## src/rtl/nfs_pkg.sv

```systemverilog
package nfs_pkg;

    localparam int NFS_IN_W    = 6;
    localparam int NFS_OUT_W   = 6;
    localparam int NFS_NUM_VEC = 10;
    localparam int NFS_MAX_REP = 5;

    typedef enum logic {
        MODE_THREE = 1'b0,
        MODE_FIVE  = 1'b1
    } vote_mode_e;

    typedef struct packed {
        logic valid;
        logic last;
    } stage_t;

    function automatic int active_lanes(vote_mode_e m);
        return (m == MODE_FIVE) ? 5 : 3;
    endfunction

endpackage

```

## src/rtl/nfs_sequencer.sv

```systemverilog
module nfs_sequencer
    import nfs_pkg::*;
#(
    parameter int NUM_VEC = NFS_NUM_VEC,
    localparam int IDX_W  = (NUM_VEC > 1) ? $clog2(NUM_VEC) : 1
) (
    input  logic             clk,
    input  logic             rst,
    input  logic             start,
    input  logic             five_mode,
    output logic [IDX_W-1:0] idx,
    output logic             issue,
    output logic             accept,
    output vote_mode_e       mode,
    output stage_t           st1,
    output stage_t           st2,
    output logic             busy,
    output logic             done
);
    localparam logic [IDX_W-1:0] LAST = IDX_W'(NUM_VEC - 1);

    logic   run_q;
    logic   done_q;

    assign busy   = run_q | st1.valid | st2.valid;
    assign accept = start & ~busy;
    assign issue  = run_q;
    assign done   = done_q;

    always_ff @(posedge clk) begin
        if (rst) begin
            run_q  <= 1'b0;
            idx    <= '0;
            mode   <= MODE_THREE;
            st1    <= '0;
            st2    <= '0;
            done_q <= 1'b0;
        end else begin
            if (accept) begin
                run_q <= 1'b1;
                idx   <= '0;
                mode  <= five_mode ? MODE_FIVE : MODE_THREE;
            end else if (run_q) begin
                if (idx == LAST) begin
                    run_q <= 1'b0;
                    idx   <= '0;
                end else begin
                    idx <= idx + 1'b1;
                end
            end
            st1.valid <= run_q;
            st1.last  <= run_q && (idx == LAST);
            st2       <= st1;
            done_q    <= st2.valid && st2.last;
        end
    end

    p_idx_range_r2: assert property (@(posedge clk) disable iff (rst)
        run_q |-> (idx <= LAST));

    p_idx_step_r2: assert property (@(posedge clk) disable iff (rst)
        (run_q && idx != LAST && !accept) |=> (run_q && idx == $past(idx) + 1'b1));

    p_done_pulse_r7: assert property (@(posedge clk) disable iff (rst)
        done |=> !done);

    p_start_ignored_r9: assert property (@(posedge clk) disable iff (rst)
        (busy && start) |=> $stable(mode));

endmodule

```

## src/rtl/nfs_majority.sv

```systemverilog
module nfs_majority
    import nfs_pkg::*;
#(
    parameter int OUT_W   = NFS_OUT_W,
    parameter int MAX_REP = NFS_MAX_REP,
    localparam int CNT_W  = $clog2(MAX_REP + 1)
) (
    input  logic                     clk,
    input  logic                     rst,
    input  logic [MAX_REP*OUT_W-1:0] lanes,
    input  vote_mode_e               mode,
    output logic [OUT_W-1:0]         vote
);
    logic [CNT_W-1:0] thresh;

    always_comb begin
        thresh = CNT_W'(active_lanes(mode) / 2 + 1);
    end

    for (genvar b = 0; b < OUT_W; b++) begin : g_bit
        logic [CNT_W-1:0] ones;
        always_comb begin
            ones = '0;
            for (int l = 0; l < MAX_REP; l++) begin
                if (l < active_lanes(mode) && lanes[l*OUT_W + b])
                    ones = ones + 1'b1;
            end
            vote[b] = (ones >= thresh);
        end
    end

    p_vote_unanimous_r5: assert property (@(posedge clk) disable iff (rst)
        (lanes[OUT_W-1:0] == lanes[2*OUT_W-1:OUT_W] &&
         lanes[OUT_W-1:0] == lanes[3*OUT_W-1:2*OUT_W] && mode == MODE_THREE)
        |-> (vote == lanes[OUT_W-1:0]));

endmodule

```

## src/rtl/nfs_scorer.sv

```systemverilog
module nfs_scorer #(
    parameter int OUT_W   = 6,
    parameter int NUM_VEC = 10,
    localparam int FIT_W  = $clog2(NUM_VEC * OUT_W + 1),
    localparam int HIT_W  = $clog2(OUT_W + 1)
) (
    input  logic             clk,
    input  logic             rst,
    input  logic             clear,
    input  logic             acc_en,
    input  logic             lane_en,
    input  logic [OUT_W-1:0] obs,
    input  logic [OUT_W-1:0] expv,
    output logic [FIT_W-1:0] fit
);
    logic [HIT_W-1:0] hits;

    always_comb begin
        hits = '0;
        for (int b = 0; b < OUT_W; b++)
            if (obs[b] == expv[b]) hits = hits + 1'b1;
    end

    always_ff @(posedge clk) begin
        if (rst || clear)
            fit <= '0;
        else if (acc_en && lane_en)
            fit <= fit + FIT_W'(hits);
    end

    p_fit_cap_r4: assert property (@(posedge clk) disable iff (rst)
        fit <= FIT_W'(NUM_VEC * OUT_W));

    p_idle_lane_r6: assert property (@(posedge clk) disable iff (rst)
        (!lane_en && !clear) |=> $stable(fit));

endmodule

```

## src/rtl/nfs_best_pick.sv

```systemverilog
module nfs_best_pick
    import nfs_pkg::*;
#(
    parameter int MAX_REP = NFS_MAX_REP,
    parameter int FIT_W   = 6,
    localparam int SEL_W  = $clog2(MAX_REP)
) (
    input  logic                     clk,
    input  logic                     rst,
    input  logic [MAX_REP*FIT_W-1:0] fits,
    input  vote_mode_e               mode,
    output logic [FIT_W-1:0]         best_fit,
    output logic [SEL_W-1:0]         best_idx
);
    always_comb begin
        best_fit = fits[FIT_W-1:0];
        best_idx = '0;
        for (int l = 1; l < MAX_REP; l++) begin
            if (l < active_lanes(mode) && fits[l*FIT_W +: FIT_W] > best_fit) begin
                best_fit = fits[l*FIT_W +: FIT_W];
                best_idx = SEL_W'(l);
            end
        end
    end

    p_best_covers_r8: assert property (@(posedge clk) disable iff (rst)
        (best_fit >= fits[FIT_W-1:0]) &&
        (best_fit >= fits[2*FIT_W-1:FIT_W]) &&
        (best_fit >= fits[3*FIT_W-1:2*FIT_W]));

    p_best_lowest_r8: assert property (@(posedge clk) disable iff (rst)
        (fits[FIT_W-1:0] == best_fit) |-> (best_idx == '0));

endmodule

```

## src/rtl/nplex_fitness_scorer.sv

```systemverilog
module nplex_fitness_scorer
    import nfs_pkg::*;
#(
    parameter int IN_W    = NFS_IN_W,
    parameter int OUT_W   = NFS_OUT_W,
    parameter int NUM_VEC = NFS_NUM_VEC,
    parameter int MAX_REP = NFS_MAX_REP,
    localparam int IDX_W  = (NUM_VEC > 1) ? $clog2(NUM_VEC) : 1,
    localparam int FIT_W  = $clog2(NUM_VEC * OUT_W + 1),
    localparam int SEL_W  = $clog2(MAX_REP)
) (
    input  logic                     clk,
    input  logic                     rst,
    input  logic                     start,
    input  logic                     five_mode,
    output logic [IDX_W-1:0]         tv_idx,
    input  logic [IN_W-1:0]          tv_in,
    input  logic [OUT_W-1:0]         tv_exp,
    output logic [IN_W-1:0]          rep_in,
    input  logic [MAX_REP*OUT_W-1:0] rep_out,
    output logic [MAX_REP*FIT_W-1:0] rep_fit,
    output logic [FIT_W-1:0]         vote_fit,
    output logic [FIT_W-1:0]         best_fit,
    output logic [SEL_W-1:0]         best_idx,
    output logic                     busy,
    output logic                     done
);
    logic                     issue;
    logic                     accept;
    vote_mode_e               mode;
    stage_t                   st1;
    stage_t                   st2;
    logic [OUT_W-1:0]         exp_s1;
    logic [OUT_W-1:0]         exp_s2;
    logic [MAX_REP*OUT_W-1:0] samp_q;
    logic [OUT_W-1:0]         vote;

    nfs_sequencer #(.NUM_VEC(NUM_VEC)) u_seq (
        .clk       (clk),
        .rst       (rst),
        .start     (start),
        .five_mode (five_mode),
        .idx       (tv_idx),
        .issue     (issue),
        .accept    (accept),
        .mode      (mode),
        .st1       (st1),
        .st2       (st2),
        .busy      (busy),
        .done      (done)
    );

    always_ff @(posedge clk) begin
        if (rst) begin
            rep_in <= '0;
            exp_s1 <= '0;
            samp_q <= '0;
            exp_s2 <= '0;
        end else begin
            if (issue) begin
                rep_in <= tv_in;
                exp_s1 <= tv_exp;
            end
            if (st1.valid) begin
                samp_q <= rep_out;
                exp_s2 <= exp_s1;
            end
        end
    end

    nfs_majority #(.OUT_W(OUT_W), .MAX_REP(MAX_REP)) u_vote (
        .clk   (clk),
        .rst   (rst),
        .lanes (samp_q),
        .mode  (mode),
        .vote  (vote)
    );

    for (genvar l = 0; l < MAX_REP; l++) begin : g_lane
        nfs_scorer #(.OUT_W(OUT_W), .NUM_VEC(NUM_VEC)) u_score (
            .clk     (clk),
            .rst     (rst),
            .clear   (accept),
            .acc_en  (st2.valid),
            .lane_en (l < active_lanes(mode)),
            .obs     (samp_q[l*OUT_W +: OUT_W]),
            .expv    (exp_s2),
            .fit     (rep_fit[l*FIT_W +: FIT_W])
        );
    end

    nfs_scorer #(.OUT_W(OUT_W), .NUM_VEC(NUM_VEC)) u_vote_score (
        .clk     (clk),
        .rst     (rst),
        .clear   (accept),
        .acc_en  (st2.valid),
        .lane_en (1'b1),
        .obs     (vote),
        .expv    (exp_s2),
        .fit     (vote_fit)
    );

    nfs_best_pick #(.MAX_REP(MAX_REP), .FIT_W(FIT_W)) u_best (
        .clk      (clk),
        .rst      (rst),
        .fits     (rep_fit),
        .mode     (mode),
        .best_fit (best_fit),
        .best_idx (best_idx)
    );

    p_three_mode_quiet_r6: assert property (@(posedge clk) disable iff (rst)
        (done && mode == MODE_THREE) |-> (rep_fit[MAX_REP*FIT_W-1:3*FIT_W] == '0));

    p_clear_on_start_r7: assert property (@(posedge clk) disable iff (rst)
        accept |=> (vote_fit == '0));

endmodule

```

## config.mk

```make
export PLATFORM = sky130hd
export DESIGN_NAME = nplex_fitness_scorer
export DESIGN_NICKNAME = d
export VERILOG_FILES = /design/src/rtl/nfs_pkg.sv /design/src/rtl/nfs_sequencer.sv /design/src/rtl/nfs_majority.sv /design/src/rtl/nfs_scorer.sv /design/src/rtl/nfs_best_pick.sv /design/src/rtl/nplex_fitness_scorer.sv
export SDC_FILE = /design/constraint.sdc
export NUM_CORES = 1
export LEC_CHECK = 0
export ABC_AREA = 1
export BUFFER_PORTS_ARGS = -buffer_cell sky130_fd_sc_hd__buf_4
export CAP_MARGIN = 25
export CORE_AREA = 2 2 153 155
export CTS_BUF_LIST = sky130_fd_sc_hd__clkbuf_8
export CTS_CLUSTER_SIZE = 12
export DETAILED_ROUTE_END_ITERATION = 7
export DIE_AREA = 0 0 155 157
export PLACE_DENSITY = 0.59
export SLEW_MARGIN = 10
export SYNTH_ARGS = -nofsm -noshare
export SYNTH_HDL_FRONTEND = slang
export SYNTH_SLANG_ARGS = --single-unit
```

## constraint.sdc

```tcl
create_clock -name clk -period 6.74 [get_ports clk]
set_clock_uncertainty 0.05 [all_clocks]
set_input_delay 0.337 -clock clk [delete_from_list [all_inputs] [get_ports clk]]
set_output_delay 0.337 -clock clk [all_outputs]
set_load 0.02 [all_outputs]
```

* After elaboration in Yosys (flattened, before gate mapping)
Cells that the tools add are included.
Widths: inputs -> output; s select.
** Cells by class
- Add/subtract/negate cells :: 63
- $lt $le $gt $ge :: 15
- Equality and inequality tests :: 37
- Mux-type cells :: 80
- Bitwise operators :: 5
- Reduce and logical (&&, ||, !) cells :: 43
** Operators by type and width (number)
- $mux 3 :: 58
- $add 3x1->3 const B :: 44
- $lt 3x32->1 const A :: 2
- $logic_and 1x1->1 :: 41
- $add 6x3->6 :: 6
- $eq 1x1->1 :: 36
- $lt 1x32->1 const A :: 1
- $lt 4x32->1 const A :: 1
- $gt 6x6->1 :: 4
- $mux 6 :: 4
- $add 1x1->2 const B :: 10
- $ge 3x3->1 :: 6
- $mux 1 :: 17
- $add 4x1->4 const B :: 1
- $eq 4x4->1 const B :: 1
- $mux 4 :: 1
- $add 2x1->3 :: 1
- $add 3x2->3 const B :: 1
- $lt 1x3->1 const A :: 1
- $or 1x1->1 :: 2
- $reduce_or 2->1 :: 1
- $and 1x1->1 :: 1
- $and 1x1->1 const A :: 1
- $logic_or 1x1->1 :: 1
- $not 1->1 :: 1
** Word-level totals
- Flip-flop bits (word level) :: 95
- Word-level logic and storage cells :: 261

* Logic depth before layout (Yosys ltp)
Gate-level depths: netlist of run 1.
- Depth in word-level cells :: 26
- Depth in mapped cells :: 40
- Gate-level depth less buffers :: 38

* Hierarchy
From an unflattened synthesis of run 1, not the netlist that was laid out.
** Second synthesis, totals
- Cells, all modules :: 1607
- Area total of the unflattened synthesis :: 9833.2 um^2
** Modules (own cells, without submodules)
- nfs_scorer (g_lane[1].u_score ...) :: instances 5, cells an instance 125, area each 757.0 um^2
- nplex_fitness_scorer :: instances 1, cells an instance 305, area each 2025.7 um^2
- nfs_majority :: instances 1, cells an instance 314, area each 1664.1 um^2
- nfs_best_pick :: instances 1, cells an instance 180, area each 1162.4 um^2
- nfs_scorer (g_lane[0].u_score) :: instances 1, cells an instance 125, area each 763.2 um^2
- nfs_sequencer :: instances 1, cells an instance 58, area each 432.9 um^2

* Worst setup path before layout of run 1
Ideal clock, no wire load.
- Path type :: reg2out
- Start :: register g_lane[0].u_score.fit[4]
- End :: output port best_idx[0]
- Arrival time :: 5.412 ns
- Required time :: 6.353 ns
- Path slack :: 0.941 ns
- Stages on the path, launching flop included :: 35
- Path through :: dfxtp_1 inv_1 ha_1 nand2_2 nor2_4 nand2_2 nand3_4 nand2_2 buf_6 o21ai_0 inv_1 ha_1 nand2_2 nor2_8 nand4_4 nand2_8 nand2_2 and2_1 ha_1 nand2_1 nor2_1 nand2_1 o221ai_1 nand2_1 buf_2 or2_2 nand2_1 ha_1 nand2_1 nor2_1 o21ai_0 o211ai_1 nand2_1 clkinv_1 a21oi_1
** On the way
- Cells in the longest elaborated chain, start to end :: 12
- Elaborated cells on any way between the ends :: 15
- Classes of those cells :: order compare: 4; mux: 7; reduce/logical: 4
** RTL lines
- start, declared :: RTL line nfs_scorer.sv:14 : output logic [FIT_W-1:0] fit
- start signal, assigned :: RTL line nfs_scorer.sv:28 : fit <= fit + FIT_W'(hits);
- $gt 6x6->1 :: RTL line nfs_best_pick.sv:19 : if (l < active_lanes(mode) && fits[l*FIT_W +: FIT_W] > best_fit) begin
- $logic_and 1x1->1 :: RTL line nfs_best_pick.sv:19
- $mux 6 :: RTL line nfs_best_pick.sv:19
- $gt 6x6->1 :: RTL line nfs_best_pick.sv:19
- $logic_and 1x1->1 :: RTL line nfs_best_pick.sv:19
- $mux 6 :: RTL line nfs_best_pick.sv:19
- $gt 6x6->1 :: RTL line nfs_best_pick.sv:19
- $logic_and 1x1->1 :: RTL line nfs_best_pick.sv:19
- $mux 6 :: RTL line nfs_best_pick.sv:19
- $gt 6x6->1 :: RTL line nfs_best_pick.sv:19
- $logic_and 1x1->1 :: RTL line nfs_best_pick.sv:19
- $mux 3 (*) :: RTL line nfs_best_pick.sv:19
- end, declared :: RTL line nplex_fitness_scorer.sv:24 : output logic [SEL_W-1:0] best_idx,
Every way passes the cells marked *; elsewhere a longest branch is shown, timed or not.

* Final worst setup path of run 1
Same ends and word-level chain as after synthesis.

==> results.json, run 1 <==
{
  "critPathCaptureType": "primary output",
  "whs_ns": 0.0909,
  "nets": 1302,
  "drive_above_1_share_pct": 16.4,
  "cts_buffers": 9,
  "clockBufferDepth": 2,
  "syn-num-nets": 1217,
  "ios": 103,
  "grt_first_pass_wirelength_um": 30400,
  "yosys_register_bits": 95,
  "place_congestion": 0.804,
  "htree_levels": 3,
  "async_reset_ff_share_pct": 0,
  "status": "complete, no violations",
  "clock-root-buffer": "clkbuf_8",
  "crit_fanout": 12,
  "hold_buffers": 0,
  "diodes": 0,
  "drt-initial-drc-count": 301,
  "hpwl_um": 14400,
  "dpl_worst_slack_ns": 0.640,
  "floorplan.initialDensity_pct": 34.8,
  "antenna_left": 0,
  "worstPathRequired_ns": 6.35,
  "drc": 0,
  "rr_endpoint": "u_vote_score.fit[5]$_SDFFE_PP0P_",
  "syn_area_um2": 7820,
  "cap_viol_max_count": 0,
  "p_total_mw": 2.68,
  "hp-start": "rst",
  "critPathKind": "register to primary output",
  "crit_top_cell": "nand2_2",
  "hold_violations": 0,
  "dieArea_um2": 24300,
  "clk_latency_ns": 0.39,
  "min_to": "u_seq.st2[1]$_SDFF_PP0_",
  "setup_viol": 0,
  "cts-resized-gates": 0,
  "worstHoldPathCells": 2,
  "syn_to_final_growth_pct": 15.6,
  "via_count": 6741,
  "fin_ws_ns": 0.578,
  "min_period_ns": 6.16,
  "grt_usage_pct": 15.2,
  "wl_per_cell_um": 12.5,
  "timing.fmax_mhz": 162,
  "rows": 55,
  "die_x_um": 155,
  "reg2reg_from": "samp_q[1]$_SDFFE_PP0P_",
  "slew_headroom_pct": 62.5,
  "grt.overflow.total": 0,
  "dr.pass1.iters": 4,
  "wl_um": 18000,
  "numPortBuffers": 102,
  "slowest_stage": "dfxtp_1",
  "start_kind": "register",
  "cts.sinks": 95,
  "antenna_found_initial": 0,
  "cts.clk_slew.worst_paths_ns": 0.11,
  "seq_area_frac_synth_pct": 24.3,
  "cpPeakStageDelay_ns": 0.41,
  "p_leak_nw": 4.31,
  "viasPerCell": 4.68,
  "maxSlewViolCount": 0,
  "reg2reg_slack_ns": 0.93,
  "cts_tree": "built",
  "ys_types": 46,
  "grt_pass1_vias": 6336,
  "postSynthCellCount": 1065,
  "die_h_um": 157,
  "yosysWarningCount": 0,
  "cts_setup_buffers": 0,
  "synth_edf_count": 0,
  "setup_tns_ns": 0,
  "tightest_slew_ns": 0.562,
  "critPathArrivalTime_ns": 5.77,
  "vdd_ir_drop_max_mv": 0.105,
  "power_density_nw_per_um2": 296,
  "syn_area_per_cell_um2": 7.35,
  "rsz0062_at_grt": "no",
  "fin_crit_sh_pct": 91.4,
  "coreArea_um2": 22500,
  "ys.flop_type": "dfxtp_1",
  "grt_max_degree": 59,
  "hold_path_class": "input port to register",
  "worstRegToRegCells": 34
}
layer usage:
layer	up-vias	part of all wire, %	global-route usage, %
met5	-	0	0
met4	0	1.2	3.88
met3	14	3.1	2.51
met2	95	45	24.7
met1	2984	51	20.9
li1	3648	-	-
stage by stage:
| stage | cells | util (%) | instance area, um2 |
|---|---|---|---|
| 3_5_place_dp | 1424 | 39.3 | 8830 |
| 5_1_grt | 1440 | 40.2 | 9040 |
| 6_report | 1440 | 40.2 | 9040 |
| 4_1_cts | 1440 | 40.2 | 9030 |
| 3_3_place_gp | 1424 | 39.3 | 8830 |
| 2_1_floorplan | 1065 | - | 7820 |
layout by cell type, fill, tap and decap left out, types with 6 or more instances in the layout:
| cell type | synthesis | routed |
|---|---|---|
| nor3_1 | 10 | 10 |
| nand2_1 | 166 | 164 |
| o21ai_0 | 65 | 62 |
| nand2_2 | 11 | 13 |
| a31oi_1 | 7 | 7 |
| ha_1 | 100 | 100 |
| buf_4 | 2 | 107 |
| dfxtp_1 | 95 | 94 |
| mux2_2 | 15 | 15 |
| xnor2_1 | 44 | 44 |
| nor2_1 | 117 | 117 |
| o21ai_1 | 7 | 10 |
| fa_1 | 6 | 6 |
| a21oi_1 | 72 | 72 |
| o21bai_1 | 6 | 6 |
| inv_1 | 124 | 125 |
| clkbuf_8 | 0 | 9 |
| or2_2 | 14 | 14 |
| nand3_1 | 61 | 61 |
| xor2_1 | 53 | 53 |
| nand3_2 | 8 | 8 |
kinds of logic after synthesis:
family / Yosys count / share of synthesized area, %
XOR/XNOR: 97 / 10.9
multiplexers: 15 / 2.16
AND/OR/NAND/NOR: 415 / 24.7
flip-flops: 95 / 24.3
buffers and inverters: 161 / 8.05
adder cells (fa/ha/maj): 106 / 17.5
AO/OA/AOI/OAI: 176 / 12.3
cells in the mapped netlist, types with 8 or more instances:
cell	number	share of area (%)
clkbuf_1	27	1.3
nor3_1	10	0.64
dfxtp_1	95	24
mux2_2	15	2.2
nand3_2	8	1.0
or2_2	14	1.1
nand2_2	11	0.88
nand3_1	61	3.9
xnor2_1	44	4.9
xor2_1	53	5.9
nand2_1	166	8.0
inv_1	124	6.0
a21oi_1	72	4.6
o21ai_0	65	4.2
nor2_1	117	5.6
ha_1	100	16
sequential cells by signal, summed over array words and instances, names as in the netlist, 4 cells and up:
signal              flops
u_seq.idx               4
u_vote_score.fit        6
exp_s1                  6
g_lane.u_score.fit     30
exp_s2                  6
rep_in                  6
samp_q                 30
final cells by class:
class,instances,area [um2]
clock inverters,7,77.6
flip-flops and latches,95,1900
well taps,285,357
repair buffers,107,803
clock buffers,9,124
fillers,2348,13500
inverters,128,484
multi-input cells,809,5300
worst max-delay path, delay by kind of cell (launching register included):
kind,cells,cell delay [ns]
flops,1,0.41
buf+inv,5,0.59
simple gates,19,2.39
fa+ha+maj,4,1.12
compound gates,5,0.83
power breakdown:
group          leakage [nW]  total (mW)  internal (mW)  switching [mW]
Sequential            0.774       0.647          0.598          0.0490
Clock                0.0996       0.407          0.176           0.231
Combinational          3.43        1.63          0.699           0.928
worst max-delay path by stage:
stage	start	to	slack (ns)
after floorplan	g_lane[0].u_score.fit[4]$_SDFFE_PP0P_	best_idx[0]	0.94
after global placement	g_lane[0].u_score.fit[1]$_SDFFE_PP0P_	best_idx[1]	0.85
after detailed placement	g_lane[0].u_score.fit[3]$_SDFFE_PP0P_	best_idx[1]	0.64
after CTS	g_lane[0].u_score.fit[4]$_SDFFE_PP0P_	best_idx[1]	0.17
after global routing	g_lane[0].u_score.fit[4]$_SDFFE_PP0P_	best_idx[1]	0.007
final	g_lane[0].u_score.fit[4]$_SDFFE_PP0P_	best_idx[0]	0.58
Note: power is estimated with default switching activity, not from simulation.
==> run 2: changes to the inputs <==
CELL_PAD_IN_SITES_DETAIL_PLACEMENT = 0   (was default)
CELL_PAD_IN_SITES_GLOBAL_PLACEMENT = 1   (was default)
PLACE_DENSITY = 0.75   (was 0.59)
==> results.json, run 2 (same netlist as run 1, synthesis figures left out) <==
{
  "status": "complete, no violations",
  "hold_buffers": 0,
  "clockBufferDepth": 2,
  "seq_area_um2": 1900,
  "vdd_ir_drop_max_mv": 0.0939,
  "drc": 0,
  "htree_levels": 3,
  "fillers": 2371,
  "p_total_mw": 2.69,
  "worstPathRequired_ns": 6.35,
  "nets": 1304,
  "crit_top_cell": "nand2_1",
  "place_area_um2": 8830,
  "grt_first_pass_wirelength_um": 30000,
  "hpwl_um": 14600,
  "reg2reg_slack_ns": 0.89,
  "place_congestion": 0.792,
  "rows": 55,
  "antenna_left": 0,
  "numPlacedInstances": 1424,
  "cts_tree": "built",
  "critPathArrivalTime_ns": 5.70,
  "wl_per_cell_um": 12.7,
  "antenna_found_initial": 0,
  "worstHoldPathCells": 2,
  "reg_top3": "g_lane.u_score.fit (30), samp_q (30)",
  "met3_usage_pct": 1.65,
  "layout_commonest_cell": "nand2_1",
  "p_leak_nw": 4.32,
  "start_kind": "register",
  "min_period_ns": 6.09,
  "grt_busiest_layer": "met2",
  "cts_buffers": 9,
  "clk_latency_ns": 0.39,
  "rr_endpoint": "u_vote_score.fit[5]$_SDFFE_PP0P_",
  "whs_ns": 0.104,
  "timing.fmax_mhz": 164,
  "grt_usage_pct": 15.2,
  "cts.sinks": 95,
  "dr.pass1.iters": 4,
  "worstRegToRegCells": 34,
  "critPathCaptureType": "primary output",
  "ios": 103,
  "fin_ws_ns": 0.650,
  "dieArea_um2": 24300,
  "drive_above_1_share_pct": 16.4,
  "cap_viol_max_count": 0,
  "drt-initial-drc-count": 404,
  "grt_max_degree": 59,
  "syn_to_final_growth_pct": 15.8,
  "coreArea_um2": 22500,
  "hold_violations": 0,
  "grt.overflow.total": 0,
  "grt_use_met1_pct": 21.0,
  "critPathKind": "register to primary output",
  "dpl_worst_slack_ns": 0.623,
  "slowest_stage": "dfxtp_1",
  "die_x_um": 155,
  "viasPerCell": 4.65,
  "power_density_nw_per_um2": 297,
  "slew_headroom_pct": 63.3,
  "maxSlewViolCount": 0,
  "grtUsageMet2_pct": 24.8,
  "min_to": "u_seq.st2[0]$_SDFF_PP0_",
  "clock-root-buffer": "clkbuf_8",
  "cpPeakStageDelay_ns": 0.41,
  "final_cell_mix": "164 x nand2_1, 124 x inv_1, 117 x nor2_1",
  "die_h_um": 157,
  "via_count": 6697,
  "reg2reg_from": "samp_q[1]$_SDFFE_PP0P_",
  "layout.cells.non_filler": 1441,
  "hp-start": "rst",
  "cts.clk_slew.worst_paths_ns": 0.11,
  "post-route-cell-area_um2": 9060,
  "fin_util_pct": 40.3,
  "multi_input_area_um2": 5300,
  "rsz0062_at_grt": "no",
  "tightest_slew_ns": 0.550,
  "setup_viol": 0,
  "crit_fanout": 11,
  "floorplan.initialDensity_pct": 34.8,
  "fin_crit_sh_pct": 90.4,
  "grt_pass1_vias": 6111,
  "numPortBuffers": 102,
  "setup_tns_ns": 0,
  "hold_path_class": "input port to register",
  "diodes": 0,
  "wl_um": 18200
}
run 2: cell types whose count changed in the layout (fill, tap and decap cells not counted):
cell,change
buf_4,+2
clkbuf_8,+1
clkinv_4,+1
clkinvlp_4,-1
dfxtp_1,+1
dfxtp_2,-1
inv_1,-1
inv_6,-1
o21ai_0,+1
o21ai_1,-1
run 2: power by group:
group	switching, mW	leakage (nW)	internal (mW)
logic	0.926	3.44	0.701
registers	0.0484	0.774	0.598
clock network	0.233	0.101	0.185
run 2: final cells by class:
cell class	count	share of cell area, %
Clock buffer	10	1.52
Clock inverter	5	0.732
Inverter	128	5.34
Multi-Input combinational cell	809	58.5
Sequential cell	95	21.0
Tap cell	285	3.94
Timing Repair Buffer	109	9.03
run 2: worst max-delay path, delay by kind of cell, from the launching register on:
| family | cells | cell delay (ns) |
|---|---|---|
| AO/OA/AOI/OAI | 5 | 0.87 |
| adder cells (fa/ha/maj) | 4 | 1.16 |
| buffers and inverters | 5 | 0.69 |
| flip-flops | 1 | 0.41 |
| AND/OR/NAND/NOR | 22 | 2.15 |
run 2: worst max-delay path by stage:
stage / startpoint / to / slack (ns) / cells after the start
detailed placement: g_lane[0].u_score.fit[4]$_SDFFE_PP0P_ / best_idx[0] / 0.62 / 33
global placement: g_lane[0].u_score.fit[1]$_SDFFE_PP0P_ / best_idx[1] / 0.79 / 33
floorplan: g_lane[0].u_score.fit[4]$_SDFFE_PP0P_ / best_idx[0] / 0.94 / 34
global route: g_lane[0].u_score.fit[1]$_SDFFE_PP0P_ / best_idx[1] / 0.08 / 34
finish: g_lane[0].u_score.fit[4]$_SDFFE_PP0P_ / best_fit[0] / 0.65 / 36
CTS: g_lane[0].u_score.fit[4]$_SDFFE_PP0P_ / best_idx[0] / 0.14 / 33
run 2: timing repair:
action	4_1_cts	5_1_grt
setup buffers	0	2
setup endpoints to repair	0	9
gates resized for setup	0	5
run 2: per-layer routing:
layer	share of wire, %	vias to the layer above	routed length, um
met5	0	-	0
met4	1.6	0	298
li1	-	3646	-
met3	2.4	17	443
met2	45	94	8160
met1	51	2940	9330
